`config.mk`:
```
export PLATFORM = sky130hd
export DESIGN_NAME = clmul_unit
export DESIGN_NICKNAME = d
export VERILOG_FILES = /design/src/rtl/clmul_pkg.sv /design/src/rtl/clmul_iter_core.sv /design/src/rtl/clmul_par_core.sv /design/src/rtl/clmul_unit.sv
export SDC_FILE = /design/constraint.sdc
export NUM_CORES = 1
export LEC_CHECK = 0
export BUFFER_PORTS_ARGS = -buffer_cell sky130_fd_sc_hd__buf_4
export CAP_MARGIN = 15
export CORE_ASPECT_RATIO = 0.8
export CORE_MARGIN = 3
export CORE_UTILIZATION = 27
export CTS_BUF_LIST = sky130_fd_sc_hd__clkbuf_4 sky130_fd_sc_hd__clkbuf_8 sky130_fd_sc_hd__clkbuf_16
export DETAILED_ROUTE_END_ITERATION = 12
export PLACE_DENSITY = 0.46
export SYNTH_ARGS = -nofsm -noshare
export SYNTH_HDL_FRONTEND = slang
export SYNTH_SLANG_ARGS = --single-unit
```
`constraint.sdc`:
```
create_clock -name clk -period 1.4 [get_ports clk]
set_input_delay 0.28 -clock clk [delete_from_list [all_inputs] [get_ports clk]]
set_output_delay 0.28 -clock clk [all_outputs]
set_load 0.02 [all_outputs]
```
`src/rtl/clmul_pkg.sv`:
```
// Package: shared width and variant selector for the carry-less multiplier.
// Assumes: the word width is shared by both source operands.
package clmul_pkg;

    localparam int unsigned WORD_W = 32;

    // Implementation choice for the multiply datapath.
    typedef enum logic {
        IMPL_ITER = 1'b0,
        IMPL_PAR  = 1'b1
    } clmul_impl_e;

endpackage

```
`src/rtl/clmul_iter_core.sv`:
```
// Module: iterative carry-less multiplier.
// Handles one multiplier bit per clock with a shared shifter and XOR,
// so a run takes W cycles.
// Assumes: start is ignored while busy, and the product register is only
// meaningful once done has pulsed.
module clmul_iter_core #(
    parameter int unsigned W = 32
) (
    input  logic           clk,
    input  logic           rst_n,
    input  logic           start,
    input  logic [W-1:0]   a,
    input  logic [W-1:0]   b,
    output logic           busy,
    output logic           done,
    output logic [2*W-1:0] prod
);

    localparam int unsigned PW = 2 * W;
    localparam int unsigned CW = $clog2(W) + 1;
    localparam logic [CW-1:0] LAST_STEP = CW'(W - 1);

    logic [PW-1:0] mcand;
    logic [W-1:0]  mplier;
    logic [PW-1:0] acc;
    logic [CW-1:0] step;

    // Sequencer: load the operands on start, then run one shift-and-XOR step per cycle.
    always_ff @(posedge clk) begin
        if (!rst_n) begin
            mcand  <= '0;
            mplier <= '0;
            acc    <= '0;
            step   <= '0;
            busy   <= 1'b0;
            done   <= 1'b0;
        end else begin
            done <= 1'b0;
            if (busy) begin
                acc    <= acc ^ (mplier[0] ? mcand : '0);
                mcand  <= mcand << 1;
                mplier <= mplier >> 1;
                step   <= step + 1'b1;
                if (step == LAST_STEP) begin
                    busy <= 1'b0;
                    done <= 1'b1;
                end
            end else if (start) begin
                mcand  <= {{W{1'b0}}, a};
                mplier <= b;
                acc    <= '0;
                step   <= '0;
                busy   <= 1'b1;
            end
        end
    end

    assign prod = acc;

endmodule

```
`src/rtl/clmul_par_core.sv`:
```
// Module: parallel carry-less multiplier.
// Forms all W partial products at once, reduces them with an XOR tree,
// and registers the product in the cycle after start.
// Assumes: a start may arrive on any cycle, and the unit is never busy.
module clmul_par_core #(
    parameter int unsigned W = 32
) (
    input  logic           clk,
    input  logic           rst_n,
    input  logic           start,
    input  logic [W-1:0]   a,
    input  logic [W-1:0]   b,
    output logic           busy,
    output logic           done,
    output logic [2*W-1:0] prod
);

    localparam int unsigned PW = 2 * W;

    logic [PW-1:0] pp [W];
    logic [PW-1:0] sum_c;

    // One gated, shifted copy of the multiplicand per multiplier bit.
    for (genvar i = 0; i < W; i++) begin : g_pp
        assign pp[i] = b[i] ? ({{W{1'b0}}, a} << i) : '0;
    end

    // Carry-free sum of all partial products.
    always_comb begin
        sum_c = '0;
        for (int i = 0; i < W; i++) begin
            sum_c = sum_c ^ pp[i];
        end
    end

    // Product register and completion pulse.
    always_ff @(posedge clk) begin
        if (!rst_n) begin
            prod <= '0;
            done <= 1'b0;
        end else begin
            done <= start;
            if (start) begin
                prod <= sum_c;
            end
        end
    end

    assign busy = 1'b0;

endmodule

```
`src/rtl/clmul_unit.sv`:
```
// Module: top of the carry-less polynomial multiplier.
// Picks the datapath variant with IMPL and splits the 2W-bit product
// into a high word and a low word.
// Assumes: a synchronous active-low reset, and a one-cycle start pulse.
module clmul_unit
    import clmul_pkg::*;
#(
    parameter int unsigned W    = WORD_W,
    parameter clmul_impl_e IMPL = IMPL_ITER
) (
    input  logic         clk,
    input  logic         rst_n,
    input  logic         start,
    input  logic [W-1:0] opa,
    input  logic [W-1:0] opb,
    output logic         busy,
    output logic         done,
    output logic [W-1:0] res_hi,
    output logic [W-1:0] res_lo
);

    logic [2*W-1:0] prod;

    // Instantiate the variant that IMPL selects.
    if (IMPL == IMPL_ITER) begin : g_iter
        clmul_iter_core #(.W(W)) u_core (
            .clk   (clk),
            .rst_n (rst_n),
            .start (start),
            .a     (opa),
            .b     (opb),
            .busy  (busy),
            .done  (done),
            .prod  (prod)
        );
    end else begin : g_par
        clmul_par_core #(.W(W)) u_core (
            .clk   (clk),
            .rst_n (rst_n),
            .start (start),
            .a     (opa),
            .b     (opb),
            .busy  (busy),
            .done  (done),
            .prod  (prod)
        );
    end

    assign res_hi = prod[2*W-1:W];
    assign res_lo = prod[W-1:0];

endmodule

```
Word-level counts from Yosys, hierarchy flattened
Index checks and enable logic that the tools add are counted.
{"block": "totals", "reg_bits": 168, "word_cells": 28}
{"block": "op_classes", "add_sub_neg": 1, "eq_ne": 1, "n_mux": 13, "bitwise_logic": 2, "n_reduce_logical": 3}
{"operator": "two-way mux 64 bit", "count": 5}
{"operator": "XOR 64 bit", "count": 1}
{"operator": "two-way mux 31 bit", "count": 2}
{"operator": "two-way mux 6 bit", "count": 2}
{"operator": "adder 6 x 1 -> 6 bit (second input constant)", "count": 1}
{"operator": "equality test 6 x 5 -> 1 bit (second input constant)", "count": 1}
{"operator": "two-way mux 1 bit", "count": 4}
{"operator": "AND reduction 2 bit", "count": 1}
{"operator": "nonzero test 2 bit", "count": 1}
{"operator": "OR reduction 2 bit", "count": 1}
{"operator": "inverter 1 bit", "count": 1}

Logic depth before layout (Yosys ltp)
{"block": "depth", "ltp_word": 3, "mapped_depth": 6}

Worst setup path before layout
OpenSTA, ideal clock, no wires.
{"block": "synth_path", "kind": "register -> register", "from": "register g_iter.u_core.busy", "to": "register g_iter.u_core.mcand[10]", "setup_time_ns": 0.128, "arrival_ns": 1.225, "required_ns": 1.272, "setup_slack_ns": 0.047, "path_stages_with_launch": 6, "n_path_buf": 3, "period_less_slack_ns": 1.353, "cell_sequence": "dfxtp_1 > buf_4 > buf_4 > buf_4 > mux2i_1 > nor2_1"}
{"block": "synth_between", "elab_chain_len": 1, "elab_cells_between_ends": 2}
{"element": "start, declared", "line": "clmul_iter_core.sv:14", "rtl": "output logic busy,"}
{"element": "start signal, assigned", "line": "clmul_iter_core.sv:35", "rtl": "busy <= 1'b0;"}
{"element": "start signal, assigned", "line": "clmul_iter_core.sv:45", "rtl": "busy <= 1'b0;"}
{"element": "start signal, assigned", "line": "clmul_iter_core.sv:53", "rtl": "busy <= 1'b1;"}
{"element": "two-way mux 64 bit / nonzero test 2 bit (equally long branches)"}
{"element": "end signal, assigned", "line": "clmul_iter_core.sv:41", "rtl": "mcand <= mcand << 1;"}
{"element": "end signal, assigned", "line": "clmul_iter_core.sv:49", "rtl": "mcand <= {{W{1'b0}}, a};"}
{"element": "end, declared", "line": "clmul_iter_core.sv:23", "rtl": "logic [PW-1:0] mcand;"}
Several ways; a longest one is shown, not always the timed one.
A chain may end at the register's enable or synchronous reset.

Final worst setup path
{"block": "layout_path", "from": "register g_iter.u_core.busy", "to": "output port busy"}
{"element": "end, declared", "line": "clmul_unit.sv:16", "rtl": "output logic busy,"}
No word-level cell between the ends.

==> run metrics <==
row count=53; root buffer cell=clkbuf_16; ANT nets after route=0; final RePlAce weighted congestion=0.709; post-synthesis cell area=7330 µm²; Sw Ratio=24.2%; Pint=8450 µW; Seq/Total Area, Yosys=45.9%; total routed wirelength=19.3 mm; H-tree Lvls=4; Final Cycle Share=96.3%; Worst path max stage delay=0.37 ns; Max clock buf depth=2; mean routed wirelength per cell=14.7 µm; CP Class=reg -> out; RSZ-0062 raised after global routing=true; Fillers=2674; hold_buf cts=0; Cells after Synth=804; number of clock sinks=168; critical path launch point type=flop; CP max stage cell=dfxtp_4; grt met1 use=18.5%; die area=29200 µm²; Final WS setup=0.0515 ns; gr usage total=12.8%; min Tclk post-route=1.35 ns; post-synthesis net count=872; Ports=133; initial core utilization=27.6%; core area=26500 µm²; share of layout cells above drive strength 1=33.7%; CTS tree=built; setup TNS=0 ns; largest net degree at the start of global routing=48; clock-pin slew on the worst setup and hold paths=0.06 ns; Setup-failing EPs final=0; Slew Limit Fails=0; Cell Pwr Density=1120 nW/µm²; clk_lat worst skew=0.43 ns; nets=1012; clock power share=43.8%; die width=190 µm; FMAX=742 MHz; yosys warns=0; vias in the first global route=5672; most frequent cells in the layout=dfxtp_1 (166), buf_4 (158), nand3_1 (122), nor2_1 (100), a21oi_1 (91); arrival time worst endpoint=1.07 ns; n_diodes=0; DR vias/cell=4.57; status=complete, no violations; CP Capture Type=output pin; Yosys cell types=27; Layout area overhead=35.7%; commonest non-fill, non-tap cell in the layout=dfxtp_1; dpl hpwl=12.2 mm; GRT overflow=0; Place WS=0.0142 ns; Hold Fails Final Rpt=0; skew final=0.0146 ns; global-route wire length before repair=30.0 mm; worst-margin pin slew=0.371 ns; placed cell count=1263; leakage power=0.00381 µW; MaxCap Viol Count=0; Pwr Total=11100 µW; grt met2 use=18.9%; Die H=153 µm; Flop pwr share=44.9%; drt pass-1 iters=4; worst-path fanout max=9; Gate power share=11.4%; drt drc=0; max_slew headroom=75.3%; Most Crowded Layer GR=met2; Via Count=5994; CP Cell Sequence=buf_16 > buf_8; Post-Layout Cell Count=1313; GR Util met3=3.46%; reg2reg setup slack=0.05 ns; multi-input combinational cell area=3730 µm²; Buffers on Ports=132; Max IR drop VDD=0.000805 V; Yosys reg bits=168; Required @ worst endpoint=1.12 ns; CTS buffer count=17; synthesized area per cell=9.12 µm²; fin util=37.5%; Iter 0 DRT Violations=267; Reg area=3370 µm²; P_sw=2700 µW; antenna violations before repair=0; Hold Crit Class=in -> reg
[cells by family (layout without fill, tap and decap cells)]
| family | Yosys count | count (layout) | synth area share, % |
|---|---|---|---|
| AOI/OAI and AO/OA | 103 | 103 | 7.18 |
| and+or+nand+nor | 337 | 337 | 23.6 |
| DFF | 168 | 168 | 45.9 |
| buffers and inverters | 67 | 219 | 4.62 |
| adders and majority gates | 1 | 1 | 0.171 |
| muxes | 127 | 127 | 18.4 |
| xor gates and xnor gates | 1 | 1 | 0.119 |
[per-layer routing]
layer | vias up | share of wire [%]
met5 | - | 0
met4 | 0 | 0.78
met3 | 11 | 4.8
met2 | 106 | 42
met1 | 2793 | 52
li1 | 3084 | -
[Yosys cell counts, drive strengths merged]
library cell / n / share of area [%]
a211oi: 1 / 0.10
a21oi: 99 / 6.8
a31oi: 1 / 0.085
and3: 1 / 0.085
buf: 41 / 3.3
clkbuf: 24 / 1.2
dfxtp: 168 / 46
ha: 1 / 0.17
inv: 2 / 0.10
mux2: 62 / 9.5
mux2i: 65 / 8.9
nand2: 2 / 0.10
nand2b: 2 / 0.17
nand3: 130 / 8.9
nand4: 1 / 0.085
nand4b: 1 / 0.12
nor2: 100 / 5.1
nor3: 2 / 0.14
nor3b: 33 / 3.4
o2111ai: 1 / 0.12
o41ai: 1 / 0.12
or2: 64 / 5.5
or3b: 1 / 0.12
xnor2: 1 / 0.12
[what timing repair did]
item	CTS	global route
resized for setup	4	27
cloned	1	5
endpoints found under the setup margin	1	53
setup buffers	2	11
pin swaps	0	3
[path summary, 6_finish.rpt]
check,startpoint,endpoint,depth (start not counted)
worst max register to register,g_iter.u_core.busy,g_iter.u_core.prod[56],6
worst max-delay path,g_iter.u_core.busy,busy,2
worst min register to register,g_iter.u_core.prod[27],g_iter.u_core.prod[27],2
worst min-delay path,opb[31],g_iter.u_core.mplier[31],3
[registers in the layout, summed over array words and instances, names as in the netlist]
| name | count |
|---|---|
| g_iter.u_core.step | 6 |
| g_iter.u_core.mplier | 32 |
| g_iter.u_core.mcand | 64 |
| g_iter.u_core.prod | 64 |
| g_iter.u_core.done | 1 |
| g_iter.u_core.busy | 1 |
[stage by stage]
| step | hold WS [ns] | area, µm² |
|---|---|---|
| 4_1_cts | 0.0741 | 9620 |
| 6_report | 0.0975 | 9950 |
| 5_1_grt | 0.0784 | 9950 |
| 3_5_place_dp | 0.466 | 8950 |
| 3_3_place_gp | 0.460 | 8950 |
| 2_1_floorplan | 0.426 | 7330 |
[power groups by stage]
stage	sequential, µW	clock, µW	combinational (µW)
floorplan	5090	0	698
global placement	5110	0	1130
detailed placement	5110	0	1130
CTS	5000	5060	1170
global route	5020	5230	1390
finish	5000	4880	1270
[worst max-delay path, delay by kind of cell (launching register included)]
kind / cells / cell delay, ns
buffers and inverters: 2 / 0.28
DFF: 1 / 0.37
[area by class of cell]
| type | count | share of cell area [%] |
|---|---|---|
| tap | 357 | 4.49 |
| sequential | 168 | 33.8 |
| inverter | 2 | 0.126 |
| clock buffer | 19 | 4.49 |
| clock inverter | 12 | 1.53 |
| timing repair buffer | 186 | 18.0 |
| multi-input combinational | 569 | 37.5 |
No activity file was read; power rests on OpenSTA's default activity.
